**config.mk**
```make
export PLATFORM = sky130hd
export DESIGN_NAME = sfc_top
export DESIGN_NICKNAME = d
export VERILOG_FILES = /design/src/rtl/sfc_pkg.sv /design/src/rtl/sfc_store_array.sv /design/src/rtl/sfc_tag_match.sv /design/src/rtl/sfc_byte_merge.sv /design/src/rtl/sfc_top.sv
export SDC_FILE = /design/constraint.sdc
export NUM_CORES = 2
export LEC_CHECK = 0
export BUFFER_PORTS_ARGS = -buffer_cell sky130_fd_sc_hd__buf_4
export CORE_ASPECT_RATIO = 1.5
export CORE_MARGIN = 2
export CORE_UTILIZATION = 45
export CTS_CLUSTER_SIZE = 28
export DETAILED_ROUTE_END_ITERATION = 6
export PLACE_DENSITY = 0.64
export SYNTH_ARGS = -nofsm -noshare
export SYNTH_HDL_FRONTEND = slang
export SYNTH_HIERARCHICAL = 1
export SYNTH_SLANG_ARGS = --single-unit
```
**constraint.sdc**
```tcl
create_clock -name clk -period 22.2 [get_ports clk]
set_input_delay 2.22 -clock clk [delete_from_list [all_inputs] [get_ports clk]]
set_output_delay 2.22 -clock clk [all_outputs]
set_load 0.01 [all_outputs]
```
**src/rtl/sfc_pkg.sv**
```systemverilog
package sfc_pkg;

    // Circular-window age test: slot lies in [head, load) of the queue.
    function automatic logic slot_older(input int unsigned slot,
                                        input int unsigned hd_idx,
                                        input logic        hd_wrap,
                                        input int unsigned ld_idx,
                                        input logic        ld_wrap);
        if (hd_wrap == ld_wrap)
            return (slot >= hd_idx) && (slot < ld_idx);
        else
            return (slot >= hd_idx) || (slot < ld_idx);
    endfunction

    // Non-zero overlap between two byte-enable masks.
    function automatic logic masks_touch(input logic [63:0] a, input logic [63:0] b);
        return |(a & b);
    endfunction

endpackage

```
**src/rtl/sfc_store_array.sv**
```systemverilog
module sfc_store_array #(
    parameter int DEPTH  = 8,
    parameter int IDX_W  = 3,
    parameter int VTAG_W = 12,
    parameter int PTAG_W = 16,
    parameter int NBYTES = 8
) (
    input  logic                              clk,
    input  logic                              rst,
    input  logic                              flush,
    input  logic                              wr_en,
    input  logic [IDX_W-1:0]                  wr_idx,
    input  logic [VTAG_W-1:0]                 wr_vtag,
    input  logic [PTAG_W-1:0]                 wr_ptag,
    input  logic [NBYTES-1:0]                 wr_mask,
    input  logic [8*NBYTES-1:0]               wr_data,
    output logic [DEPTH-1:0]                  ent_valid,
    output logic [DEPTH-1:0][VTAG_W-1:0]      ent_vtag,
    output logic [DEPTH-1:0][PTAG_W-1:0]      ent_ptag,
    output logic [DEPTH-1:0][NBYTES-1:0]      ent_mask,
    output logic [DEPTH-1:0][8*NBYTES-1:0]    ent_data
);
    localparam int DATA_W = 8 * NBYTES;

    for (genvar s = 0; s < DEPTH; s++) begin : g_slot
        logic              v_q;
        logic [VTAG_W-1:0] vt_q;
        logic [PTAG_W-1:0] pt_q;
        logic [NBYTES-1:0] mk_q;
        logic [DATA_W-1:0] dt_q;
        logic              hit_wr;

        assign hit_wr = wr_en && (wr_idx == IDX_W'(s));

        always_ff @(posedge clk) begin
            if (rst || flush) begin
                v_q <= 1'b0;
            end else if (hit_wr) begin
                v_q <= 1'b1;
            end
        end

        always_ff @(posedge clk) begin
            if (!flush && hit_wr) begin
                vt_q <= wr_vtag;
                pt_q <= wr_ptag;
                mk_q <= wr_mask;
                dt_q <= wr_data;
            end
        end

        assign ent_valid[s] = v_q;
        assign ent_vtag[s]  = vt_q;
        assign ent_ptag[s]  = pt_q;
        assign ent_mask[s]  = mk_q;
        assign ent_data[s]  = dt_q;
    end

    // a flush cycle leaves every slot empty afterwards
    p_flush_clears_r8: assert property (@(posedge clk) disable iff (rst)
        $past(flush) |-> (ent_valid == '0));

    // a write outside a flush cycle leaves its slot valid
    p_write_fills_r2: assert property (@(posedge clk) disable iff (rst)
        (wr_en && !flush) |=> ent_valid[$past(wr_idx)]);

endmodule

```
**src/rtl/sfc_tag_match.sv**
```systemverilog
module sfc_tag_match #(
    parameter int DEPTH  = 8,
    parameter int TAG_W  = 12,
    parameter int NBYTES = 8
) (
    input  logic                         ld_valid,
    input  logic [TAG_W-1:0]             ld_tag,
    input  logic [NBYTES-1:0]            ld_mask,
    input  logic [DEPTH-1:0]             ent_valid,
    input  logic [DEPTH-1:0]             ent_older,
    input  logic [DEPTH-1:0][TAG_W-1:0]  ent_tag,
    input  logic [DEPTH-1:0][NBYTES-1:0] ent_mask,
    output logic [DEPTH-1:0]             hit
);
    for (genvar s = 0; s < DEPTH; s++) begin : g_cmp
        logic tag_eq;
        logic overlap;
        assign tag_eq  = (ent_tag[s] == ld_tag);
        assign overlap = sfc_pkg::masks_touch(64'(ent_mask[s]), 64'(ld_mask));
        assign hit[s]  = ld_valid && ent_valid[s] && ent_older[s] && tag_eq && overlap;
    end
endmodule

```
**src/rtl/sfc_byte_merge.sv**
```systemverilog
module sfc_byte_merge #(
    parameter int DEPTH  = 8,
    parameter int IDX_W  = 3,
    parameter int NBYTES = 8
) (
    input  logic [DEPTH-1:0]                vhit,
    input  logic [DEPTH-1:0][NBYTES-1:0]    ent_mask,
    input  logic [DEPTH-1:0][8*NBYTES-1:0]  ent_data,
    input  logic [IDX_W-1:0]                ld_idx,
    input  logic [NBYTES-1:0]               ld_mask,
    output logic [NBYTES-1:0]               fwd_mask,
    output logic [8*NBYTES-1:0]             fwd_data
);
    // Walk from the oldest candidate to the youngest; later writes win,
    // so the slot just below the load pointer has the final say per byte.
    always_comb begin
        fwd_mask = '0;
        fwd_data = '0;
        for (int k = DEPTH - 1; k >= 0; k--) begin
            logic [IDX_W-1:0] slot;
            slot = ld_idx - IDX_W'(k + 1);
            for (int b = 0; b < NBYTES; b++) begin
                if (vhit[slot] && ent_mask[slot][b] && ld_mask[b]) begin
                    fwd_mask[b]        = 1'b1;
                    fwd_data[8*b +: 8] = ent_data[slot][8*b +: 8];
                end
            end
        end
    end
endmodule

```
**src/rtl/sfc_top.sv**
```systemverilog
module sfc_top #(
    parameter int DEPTH  = 8,
    parameter int IDX_W  = 3,
    parameter int VTAG_W = 12,
    parameter int PTAG_W = 16,
    parameter int NBYTES = 8
) (
    input  logic                 clk,
    input  logic                 rst,
    input  logic                 wr_en,
    input  logic [IDX_W-1:0]     wr_idx,
    input  logic [VTAG_W-1:0]    wr_vtag,
    input  logic [PTAG_W-1:0]    wr_ptag,
    input  logic [NBYTES-1:0]    wr_mask,
    input  logic [8*NBYTES-1:0]  wr_data,
    input  logic [IDX_W:0]       hd_ptr,
    input  logic                 ld_valid,
    input  logic [IDX_W:0]       ld_ptr,
    input  logic [VTAG_W-1:0]    ld_vtag,
    input  logic [PTAG_W-1:0]    ld_ptag,
    input  logic [NBYTES-1:0]    ld_mask,
    output logic [NBYTES-1:0]    fwd_mask,
    output logic [8*NBYTES-1:0]  fwd_data,
    output logic                 fail_flush
);
    localparam int DATA_W = 8 * NBYTES;

    typedef struct packed {
        logic             wrap;
        logic [IDX_W-1:0] idx;
    } qpos_t;

    qpos_t hd_pos, ld_pos;
    assign hd_pos = qpos_t'(hd_ptr);
    assign ld_pos = qpos_t'(ld_ptr);

    logic [DEPTH-1:0]              ent_valid;
    logic [DEPTH-1:0][VTAG_W-1:0]  ent_vtag;
    logic [DEPTH-1:0][PTAG_W-1:0]  ent_ptag;
    logic [DEPTH-1:0][NBYTES-1:0]  ent_mask;
    logic [DEPTH-1:0][DATA_W-1:0]  ent_data;
    logic [DEPTH-1:0]              ent_older;
    logic [DEPTH-1:0]              vhit, phit;

    sfc_store_array #(
        .DEPTH(DEPTH), .IDX_W(IDX_W), .VTAG_W(VTAG_W), .PTAG_W(PTAG_W), .NBYTES(NBYTES)
    ) u_array (
        .clk(clk), .rst(rst), .flush(fail_flush),
        .wr_en(wr_en), .wr_idx(wr_idx), .wr_vtag(wr_vtag), .wr_ptag(wr_ptag),
        .wr_mask(wr_mask), .wr_data(wr_data),
        .ent_valid(ent_valid), .ent_vtag(ent_vtag), .ent_ptag(ent_ptag),
        .ent_mask(ent_mask), .ent_data(ent_data)
    );

    for (genvar s = 0; s < DEPTH; s++) begin : g_age
        assign ent_older[s] = sfc_pkg::slot_older(32'(s), 32'(hd_pos.idx), hd_pos.wrap,
                                                  32'(ld_pos.idx), ld_pos.wrap);
    end

    sfc_tag_match #(.DEPTH(DEPTH), .TAG_W(VTAG_W), .NBYTES(NBYTES)) u_vmatch (
        .ld_valid(ld_valid), .ld_tag(ld_vtag), .ld_mask(ld_mask),
        .ent_valid(ent_valid), .ent_older(ent_older), .ent_tag(ent_vtag),
        .ent_mask(ent_mask), .hit(vhit)
    );

    sfc_tag_match #(.DEPTH(DEPTH), .TAG_W(PTAG_W), .NBYTES(NBYTES)) u_pmatch (
        .ld_valid(ld_valid), .ld_tag(ld_ptag), .ld_mask(ld_mask),
        .ent_valid(ent_valid), .ent_older(ent_older), .ent_tag(ent_ptag),
        .ent_mask(ent_mask), .hit(phit)
    );

    sfc_byte_merge #(.DEPTH(DEPTH), .IDX_W(IDX_W), .NBYTES(NBYTES)) u_merge (
        .vhit(vhit), .ent_mask(ent_mask), .ent_data(ent_data),
        .ld_idx(ld_pos.idx), .ld_mask(ld_mask),
        .fwd_mask(fwd_mask), .fwd_data(fwd_data)
    );

    always_ff @(posedge clk) begin
        if (rst) fail_flush <= 1'b0;
        else     fail_flush <= (vhit != phit);
    end

    // coming out of reset nothing is held and no flush is pending
    p_clean_after_reset_r1: assert property (@(posedge clk) disable iff (rst)
        $past(rst) |-> (ent_valid == '0) && !fail_flush);

    // an idle load port forwards nothing
    p_idle_no_fwd_r7: assert property (@(posedge clk) disable iff (rst)
        !ld_valid |-> (fwd_mask == '0) && (fwd_data == '0));

    // a fail pulse always follows a valid lookup
    p_fail_after_lookup_r6: assert property (@(posedge clk) disable iff (rst)
        fail_flush |-> $past(ld_valid));

    // agreeing hit vectors never raise a fail
    p_agree_no_fail_r6: assert property (@(posedge clk) disable iff (rst)
        (vhit == phit) |=> !fail_flush);

    // forwarded bytes exist only when a virtual hit exists
    p_fwd_from_vhit_r5: assert property (@(posedge clk) disable iff (rst)
        (fwd_mask != '0) |-> (vhit != '0));

    // forwarding stays inside the load's bytes
    p_fwd_in_load_r4: assert property (@(posedge clk) disable iff (rst)
        (fwd_mask & ~ld_mask) == '0);

endmodule

```
==> metrics.md <==
| Metric | Value |
|---|---|
| Async set or reset register ratio after synthesis | `0%` |
| Hold_ws | `roughly 510 ps` |
| I/O pin total | `224` |
| Netlist cell types | `~70` |
| Sw Ratio | `26.14%` |
| I/O Buffers | `223` |
| Seq/Total Area, Yosys | `a little under half` |
| Gr ovfl total | `0` |
| Part of the power in registers | `47.6%` |
| Post_cts resized | `0` |
| Detail Route Antenna Nets | `0` |
| Clock buffer depth | `3` |
| Static Leak | `0.01779 µW` |
| Final Net Count | `4,043` |
| WL per Instance | `29.48 µm` |
| Die width | `282.5 µm` |
| Mapped Cells | `3,887` |
| WP data required | `roughly 20,000 ps` |
| Fmax | `between 90 and 100 MHz` |
| Worst slew pin tran | `1225 ps` |
| Reg clk slew, reported paths | `roughly 60 ps` |
| Area leader, netlist | `edfxtp_1` |
| Initial core utilization | `~45%` |
| Final hold violations | `0` |
| Startpoint Class | `input port` |
| Worst-skew pair later-pin latency | `720 ps` |
| Synth top area share | `45.90%` |
| RSZ-0062 raised after global routing | `no` |
| Share of cells above drive strength 1 | `25.76%` |
| EDFF count, synth | `800` |
| Pwr dens | `64.92 mW/mm²` |
| Ys flop type | `edfxtp_1` |
| Gp weighted congestion | `0.9504` |
| Critical Path AT | `8260 ps` |
| Most numerous cell in the Yosys netlist | `edfxtp_1` |
| Final Power | `roughly 3700 µW` |
| TritonCTS Buffers | `between 80 and 90` |
| Drt pass-1 iters | `6` |
| Final setup vio count | `0` |
| DIE AREA | `between 0.1 and 0.15 mm²` |
| Slowest stage delay, CP | `990 ps` |
| Cells along the critical path | `buf_8 > buf_12 > nor4_1 > o41ai_1 > nand4_1 > or4_1 > a31oi_1 > mux4_2 > nand3_1 > a21boi_1 > nor3b_1 > a221oi_1 > buf_4` |
| Cts hold-fix bufs | `0` |
| Clock skew | `~40 ps` |
| Largest net degree at the start of global routing | `169` |
| Rel. slew slack | `between 10% and 20%` |
| Seq cells post-synth | `809` |
| Via count | `38,460` |
| Max Cap Violations | `0` |
| Final Max Tran Viols | `0` |
| Final setup TNS | `0 ps` |
| Net switching power | `972.7 µW` |
| Synthesized area | `0.05234 mm²` |
| Fillers | `9,978` |
| Max VDD drop | `56.62 µV` |
| Commonest cells in the netlist | `edfxtp_1 (800), mux4_2 (582), nor2_1 (384)` |
| Min Tclk post-route | `roughly 10,000 ps` |
| Synth warn | `6` |
| CTS root buffer | `clkbuf_16` |
| Logic gate share of total power | `14.6%` |
| Syn Area/Cell | `13.46 µm²` |
| Drt total wl | `162,700 µm` |
| Initial antenna violation count | `21` |
| Fin crit share | `47.23%` |
| Outcome | `completed` |
| Hold Path Class | `register to register` |
| GR Util All Layers | `26.98%` |
| Pint | `2748 µW` |
| DRC viols | `0` |
| Clock share of power | `approximately 38%` |
| Clk sink count | `slightly above 800` |
| Via/cell ratio | `6.968` |
| First DRT Iteration DRCs | `4,895` |
| Crit path max fanout | `168` |
| Area delta synth->final | `9.501%` |
| Syn Nets | `between 4,000 and 5,000` |
| Post-DP HPWL | `about 110,000 µm` |
| Setup crit end kind | `output pin` |
| Cells taking the most area after synthesis | `edfxtp_1 (46%), mux4_2 (25%), xnor2_1 (3.8%)` |
| CTS tree | `built` |
| FP Rows | `153` |
| Final core utilization | `between 40% and 50%` |
| Vias in the first global route | `~37,000` |
| CP Class | `input port to output pin` |
| Slowest CP cell | `a21boi_1` |
| Core footprint | `approximately 0.12 mm²` |
| H-tree level count | `3` |
| Global-route wire length before repair | `239,300 µm` |
| Die height | `421.7 µm` |
| Postcts setup bufs | `0` |
[critical path: cells and delay by family]
family                 cells  cell delay, ps
buffers and inverters      3            1410
AO/OA/AOI/OAI              4            2440
multiplexers               1             780
AND/OR/NAND/NOR            5            1230
[worst paths after layout]
check	startpoint	to	slack [ps]	cells past startpoint
setup / recovery	ld_ptr[1]	fwd_data[14]	11720	13
hold / removal	u_array/g_slot[6].v_q	u_array/g_slot[6].v_q	510	1
setup reg to reg	fail_flush	u_array/g_slot[5].dt_q[1]	19100	4
hold reg to reg	u_array/g_slot[6].v_q	u_array/g_slot[6].v_q	510	1
[placed cells by master (no fill, tap or decap), drive strengths merged, types with 27 or more instances in the layout]
cell and instances:
o22ai 137, and4 53, nor2b 40, o211ai 47
mux4 584, o21ai 88, nor2 389, nand2 198
and3 30, clkbuf 93, nor3 60, a22oi 207
a21oi 72, buf 278, inv 32, nand4 92
edfxtp 800, a221oi 27, xnor2 227, nand3 156
a31oi 46, clkinv 38
[flip-flops by register name, summed over array words and instances (netlist names)]
| name | count |
|---|---|
| u_array/g_slot.dt_q | 512 |
| u_array/g_slot.pt_q | 128 |
| u_array/g_slot.vt_q | 96 |
| u_array/g_slot.mk_q | 64 |
| u_array/g_slot.v_q | 8 |
| fail_flush | 1 |
[power groups by stage]
stage / clock network [µW] / registers (µW) / logic [µW]
floorplan: 0 / 1800 / 398
global placement: 0 / 1800 / 533
detailed placement: 0 / 1800 / 537
CTS: 1430 / 1770 / 540
global route: 1480 / 1780 / 579
finish: 1400 / 1770 / 545
[metal layers]
metal	routed length [µm]	GRT usage, %
met4	7727	12.27
met3	15170	4.828
met2	81520	45.33
met1	58220	33.87
met5	79	0
[cell families after synthesis]
family	synth area share, %
adder cells (fa/ha/maj)	0.04781
AND/OR/NAND/NOR	10.41
XOR/XNOR	4.014
flip-flops	46.25
multiplexers	25.51
AO/OA/AOI/OAI	9.718
buffers and inverters	4.050
[area by class of cell]
class	count	area, µm²	share of cell area [%]
multi-input cells	2693	26150	45.63
flip-flops and latches	809	24200	42.23
repair buffers	278	2152	3.755
clock buffers	93	2093	3.653
well taps	1550	1939	3.384
clock inverters	57	640.6	1.118
inverters	26	97.59	0.1703
diodes	13	32.53	0.05677
[through the flow]
step	instances	worst slack [ps]	area (µm²)
CTS	5506	11880	57270
detailed placement	5356	11890	54540
global route	5514	11500	57300
finish	5519	11720	57310
floorplan	3887	9419	52340
global placement	5356	12010	54540
Power figures use the tool's default switching activity.
